`config.mk`:
```
export PLATFORM = sky130hd
export DESIGN_NAME = sri_agen
export DESIGN_NICKNAME = d
export VERILOG_FILES = /design/src/rtl/sri_pkg.sv /design/src/rtl/sri_frame_addr.sv /design/src/rtl/sri_index_add.sv /design/src/rtl/sri_agen_fsm.sv /design/src/rtl/sri_agen.sv
export SDC_FILE = /design/constraint.sdc
export NUM_CORES = 1
export LEC_CHECK = 0
export ABC_AREA = 1
export BUFFER_PORTS_ARGS = -buffer_cell sky130_fd_sc_hd__buf_2
export CAP_MARGIN = 20
export CELL_PAD_IN_SITES_DETAIL_PLACEMENT = 1
export CELL_PAD_IN_SITES_GLOBAL_PLACEMENT = 2
export CORE_MARGIN = 8
export CORE_UTILIZATION = 29
export DETAILED_ROUTE_END_ITERATION = 7
export HOLD_SLACK_MARGIN = 0.06
export PLACE_DENSITY_LB_ADDON = 0.1
export SYNTH_ARGS = -nofsm -noshare
export SYNTH_HDL_FRONTEND = slang
export SYNTH_SLANG_ARGS = --single-unit
```
`constraint.sdc`:
```
create_clock -name clk_i -period 4.21 [get_ports clk_i]
set_input_delay 0.6315 -clock clk_i [delete_from_list [all_inputs] [get_ports clk_i]]
set_output_delay 0.6315 -clock clk_i [all_outputs]
set_load 0.01 [all_outputs]
```
`src/rtl/sri_pkg.sv`:
```
package sri_pkg;
  typedef enum logic [1:0] {
    ACC_LOAD  = 2'd0,
    ACC_STORE = 2'd1,
    ACC_JUMP  = 2'd2
  } acc_kind_e;

  typedef enum logic [1:0] {
    ST_IDLE = 2'd0,
    ST_HI   = 2'd1,
    ST_LO   = 2'd2,
    ST_DONE = 2'd3
  } agen_state_e;
endpackage

```
`src/rtl/sri_frame_addr.sv`:
```
module sri_frame_addr #(
  parameter int DATA_W = 8,
  parameter int ADDR_W = 16,
  parameter logic [ADDR_W-DATA_W-1:0] PAGE = 1
) (
  input  logic [DATA_W-1:0] idx_i,
  input  logic              sel_hi_i,
  output logic [ADDR_W-1:0] addr_o
);
  logic [DATA_W-1:0] slot;
  // wraps inside the stack page
  assign slot   = idx_i + DATA_W'(sel_hi_i);
  assign addr_o = {PAGE, slot};
endmodule

```
`src/rtl/sri_index_add.sv`:
```
module sri_index_add #(
  parameter int DATA_W = 8,
  parameter int ADDR_W = 16
) (
  input  logic [ADDR_W-1:0] base_i,
  input  logic [DATA_W-1:0] idx_i,
  output logic [ADDR_W-1:0] sum_o
);
  localparam int EXT_W = ADDR_W - DATA_W;
  assign sum_o = base_i + {{EXT_W{1'b0}}, idx_i};
endmodule

```
`src/rtl/sri_agen_fsm.sv`:
```
module sri_agen_fsm
  import sri_pkg::*;
(
  input  logic        clk_i,
  input  logic        rst_ni,
  input  logic        start_i,
  output agen_state_e state_o,
  output logic        accept_o,
  output logic        busy_o,
  output logic        rd_o,
  output logic        sel_hi_o,
  output logic        valid_o
);
  agen_state_e state_q, state_d;

  always_comb begin
    state_d = state_q;
    unique case (state_q)
      ST_IDLE: if (start_i) state_d = ST_HI;
      ST_HI:   state_d = ST_LO;
      ST_LO:   state_d = ST_DONE;
      ST_DONE: state_d = ST_IDLE;
      default: state_d = ST_IDLE;
    endcase
  end

  always_ff @(posedge clk_i or negedge rst_ni) begin
    if (!rst_ni) state_q <= ST_IDLE;
    else         state_q <= state_d;
  end

  assign state_o  = state_q;
  assign accept_o = (state_q == ST_IDLE) && start_i;
  assign busy_o   = (state_q != ST_IDLE);
  assign rd_o     = (state_q == ST_HI) || (state_q == ST_LO);
  assign sel_hi_o = (state_q == ST_HI);
  assign valid_o  = (state_q == ST_DONE);
endmodule

```
`src/rtl/sri_agen.sv`:
```
module sri_agen
  import sri_pkg::*;
#(
  parameter int DATA_W = 8,
  parameter int ADDR_W = 16,
  parameter logic [ADDR_W-DATA_W-1:0] PAGE = 1
) (
  input  logic              clk_i,
  input  logic              rst_ni,
  input  logic              start_i,
  input  logic [1:0]        kind_i,
  input  logic [DATA_W-1:0] sp_i,
  input  logic [DATA_W-1:0] off_i,
  input  logic [DATA_W-1:0] y_i,
  input  logic [DATA_W-1:0] mem_rdata_i,
  output logic [ADDR_W-1:0] mem_addr_o,
  output logic              mem_rd_o,
  output logic              busy_o,
  output logic [ADDR_W-1:0] ea_o,
  output logic              ea_valid_o,
  output logic [1:0]        kind_o
);
  agen_state_e state;
  logic accept, sel_hi;

  logic [DATA_W-1:0] tmp_q;   // frame index, then pointer low byte
  logic [DATA_W-1:0] hi_q;
  logic [DATA_W-1:0] y_q;
  acc_kind_e         kind_q;
  logic [ADDR_W-1:0] ptr;

  sri_agen_fsm u_fsm (
    .clk_i    (clk_i),
    .rst_ni   (rst_ni),
    .start_i  (start_i),
    .state_o  (state),
    .accept_o (accept),
    .busy_o   (busy_o),
    .rd_o     (mem_rd_o),
    .sel_hi_o (sel_hi),
    .valid_o  (ea_valid_o)
  );

  always_ff @(posedge clk_i or negedge rst_ni) begin
    if (!rst_ni) begin
      tmp_q  <= '0;
      hi_q   <= '0;
      y_q    <= '0;
      kind_q <= ACC_LOAD;
    end else begin
      if (accept) begin
        tmp_q  <= sp_i + off_i;
        y_q    <= y_i;
        kind_q <= acc_kind_e'(kind_i);
      end
      if (state == ST_HI) hi_q  <= mem_rdata_i;
      if (state == ST_LO) tmp_q <= mem_rdata_i;
    end
  end

  sri_frame_addr #(.DATA_W(DATA_W), .ADDR_W(ADDR_W), .PAGE(PAGE)) u_frame (
    .idx_i    (tmp_q),
    .sel_hi_i (sel_hi),
    .addr_o   (mem_addr_o)
  );

  assign ptr = ADDR_W'({hi_q, tmp_q});

  sri_index_add #(.DATA_W(DATA_W), .ADDR_W(ADDR_W)) u_add (
    .base_i (ptr),
    .idx_i  (y_q),
    .sum_o  (ea_o)
  );

  assign kind_o = kind_q;
endmodule

```
==> flow_summary_export.csv <==
group,metric,value,unit
run_status,status,"completed",
clock_tree,cts_tree,"built",
clock_tree,clk-insertion-delay-late,0.27,ns
floorplanning,die-area,11070,sq um
clock_tree,h-tree-depth,1,
critical_path,cp_max_fo,16,
grt,grtUsageTotal,12.29,%
clock_tree,clk_path_buf_depth,2,
finish,utilization,35.96,%
logic_synthesis,synth-simple-area-share,31.17,%
run,drv_cap,0,
grt,grt_max_degree,29,
floorplanning,die_h,105.2,um
critical_path,max_stage_delay,0.50,ns
sta,max_slew_margin,56.57,%
sta,timing.final.crit_share,72.57,%
logic_synthesis,synthMuxAreaShare,0.4878,%
route,viasPerCell,4.414,
route,drt_iter0_markers,61,
critical_path,ff2ff_path_depth,8,
route,routed_wl,6733,um
sta,period_needed,3.055,ns
sta,rsz0062_at_grt,"no",
pwr,vdd_drop_max,0.0003749,V
route,num_vias,2198,
route,drt_first_pass_iters,4,
critical_path,r2r_slack,2.11,ns
place,place_area,2708,sq um
place,gp_congestion,0.7656,
critical_path,endpoint_kind,"output port",
sta,maxSlewViolCount,0,
critical_path,worst_ep_required_time,3.58,ns
pwr,cellLeakagePower,0.001625,uW
clock_tree,numCtsBuffers,3,
floorplanning,die_x,105.2,um
grt,grt_pass1_vias,2446,
logic_synthesis,synthCells,333,
route,drc,0,
sta,tightest_slew,0.6514,ns
floorplanning,start_util,29.87,%
logic_synthesis,synth_area,2308,sq um
grt,antenna_found_initial,0,
finish,layout-drive-gt1-share,19.19,%
critical_path,critPathMostFrequentCell,"ha_1",
logic_synthesis,synth-seq-area-share,30.35,%
critical_path,crit_chain,"inv_1, ha_1, ha_1, ha_1, nand3_1, nor3_1, xor2_1, buf_2",
logic_synthesis,synth_compound_area_share,6.341,%
clock_tree,clk_pin_slew_worst_paths,0.10,ns
finish,design_area,2779,sq um
critical_path,criticalPathCategory,"reg2out",
clock_tree,hold_buffers,0,
logic_synthesis,synth_area_per_cell,6.932,sq um
sta,setup_violations,0,
logic_synthesis,synth_top_family_by_area,"simple AND/OR/NAND/NOR gates",
route,post_drt_wl_per_cell,13.52,um
place,io_buffers,65,
logic_synthesis,synthAdderAreaFrac,13.66,%
finish,fillers,1015,
finish,nNetsFinal,458,
floorplanning,core,7727,sq um
clock_tree,cts_root_buf,"clkbuf_8",
logic_synthesis,ys_seq_elements,28,
place,dp_hpwl,5883,um
sta,hold_violations,0,
clock_tree,cts_setup_buffers,0,
sta,hold-worst-slack,0.3692,ns
clock_tree,cts_sinks,28,
finish,num_antenna_cells,0,
logic_synthesis,yosys_warnings,0,
sta,final.setup_skew,0.004527,ns
sta,fmax,0.3273,GHz
pwr,cellPowerDensity,740.1,nW/um^2
grt,grt-ovfl-total,0,
sta,setup_tns,0,ns
clock_tree,post_cts_resized,0,
pwr,power,2057,uW
logic_synthesis,ys_types,28,
logic_synthesis,synth_xor_area_share,6.070,%
min_path,holdCritPathClass,"in2async",
route,drtAntennaViolNets,0,
floorplanning,ioPinCount,74,
critical_path,critical_path_arrival,2.42,ns
finish,syn_to_final_growth,20.38,%
critical_path,cp_slowest_cell,"ha_1",
critical_path,cp-start-kind,"flip-flop",
floorplanning,rows,32,
grt,grt_pass1_wl,11480,um
==> where the power goes <==
| part | switching (uW) | internal [uW] | total (uW) |
|---|---|---|---|
| Clock | 87.0 | 127 | 214 |
| Sequential | 135 | 402 | 537 |
| Combinational | 796 | 510 | 1310 |
| Total | 1020 | 1040 | 2060 |
==> sequential cells by signal (all words and copies together), names as in the netlist <==
signal,flops
hi_q,8
tmp_q,8
y_q,8
kind_o,2
u_fsm.state_o,2
==> synthesized netlist by cell type <==
| master | count | area share, % |
|---|---|---|
| nand2_1 | 124 | 20 |
| inv_1 | 50 | 8.1 |
| dfrtp_1 | 28 | 30 |
| nand3_1 | 24 | 5.2 |
| ha_1 | 22 | 12 |
| o21ai_0 | 14 | 3.0 |
| xor2_1 | 13 | 4.9 |
| nor2_1 | 11 | 1.8 |
| buf_4 | 8 | 2.6 |
| a21oi_1 | 6 | 1.3 |
| nand4_1 | 4 | 1.1 |
| clkbuf_1 | 3 | 0.49 |
| o211ai_1 | 3 | 0.98 |
| xnor2_1 | 3 | 1.1 |
| conb_1 | 2 | 0.33 |
| fa_1 | 2 | 1.7 |
| nand2_2 | 2 | 0.54 |
| nand3b_1 | 2 | 0.65 |
| o21bai_1 | 2 | 0.65 |
| or2_1 | 2 | 0.54 |
| a22o_1 | 1 | 0.38 |
| buf_2 | 1 | 0.22 |
| inv_2 | 1 | 0.16 |
| mux2_2 | 1 | 0.49 |
| nand3_2 | 1 | 0.43 |
| nor2_2 | 1 | 0.27 |
| nor3_1 | 1 | 0.22 |
| or2_2 | 1 | 0.27 |
==> through the flow <==
stage	setup slack [ns]	instances
finish	1.155	498
global placement	1.527	494
floorplan	1.973	339
detailed placement	1.443	494
CTS	1.131	498
global route	0.9509	498
==> cell usage in the layout, fill, tap and decap left out, types with 2 or more instances in the layout <==
cell / instances
xnor2_1: 3
o21ai_0: 14
nand2_2: 2
nand3_1: 24
xor2_1: 13
dfrtp_1: 28
nand2_1: 124
clkbuf_8: 3
a21oi_1: 6
or2_1: 2
o211ai_1: 3
conb_1: 8
ha_1: 22
nand4_1: 4
o21bai_1: 2
inv_1: 50
nand3b_1: 2
fa_1: 2
buf_2: 65
nor2_1: 11
==> kinds of logic after synthesis <==
family | count (synthesis)
buffers and inverters | 63
other | 2
AO/OA/AOI/OAI | 26
flip-flops | 28
AND/OR/NAND/NOR | 173
XOR/XNOR | 16
adder cells (fa/ha/maj) | 24
multiplexers | 1
==> critical path: cells and delay by family (launching register included) <==
kind,cells,cell delay [ns]
DFF,1,0.41
adders and majority gates,3,0.96
buffers and inverters,2,0.28
and+or+nand+nor,2,0.32
xor gates and xnor gates,1,0.16
==> routing by layer <==
metal  share of wire [%]  track usage, %
met5                   0               0
met2                  51           23.16
met4                0.62           2.446
met3                 3.6           2.010
met1                  45           14.15
==> final timing paths <==
path	start	to
worst min-delay path	rst_ni	y_q[4]
worst max register to register	u_fsm.state_o[1]	tmp_q[3]
worst max-delay path	u_fsm.state_o[1]	mem_addr_o[6]
min in group clk_i	kind_o[1]	kind_o[1]
max in group asynchronous	rst_ni	tmp_q[5]
worst min register to register	kind_o[1]	kind_o[1]
==> cell type report <==
cell class / count / area [sq um] / area share (%)
Multi-Input combinational cell: 248 / 1363 / 49.03
Sequential cell: 28 / 700.7 / 25.21
Timing Repair Buffer: 65 / 325.3 / 11.71
Inverter: 51 / 191.4 / 6.889
Tap cell: 102 / 127.6 / 4.593
Clock buffer: 3 / 41.29 / 1.486
Clock inverter: 1 / 30.03 / 1.081
Power figures use the tool's default switching activity.
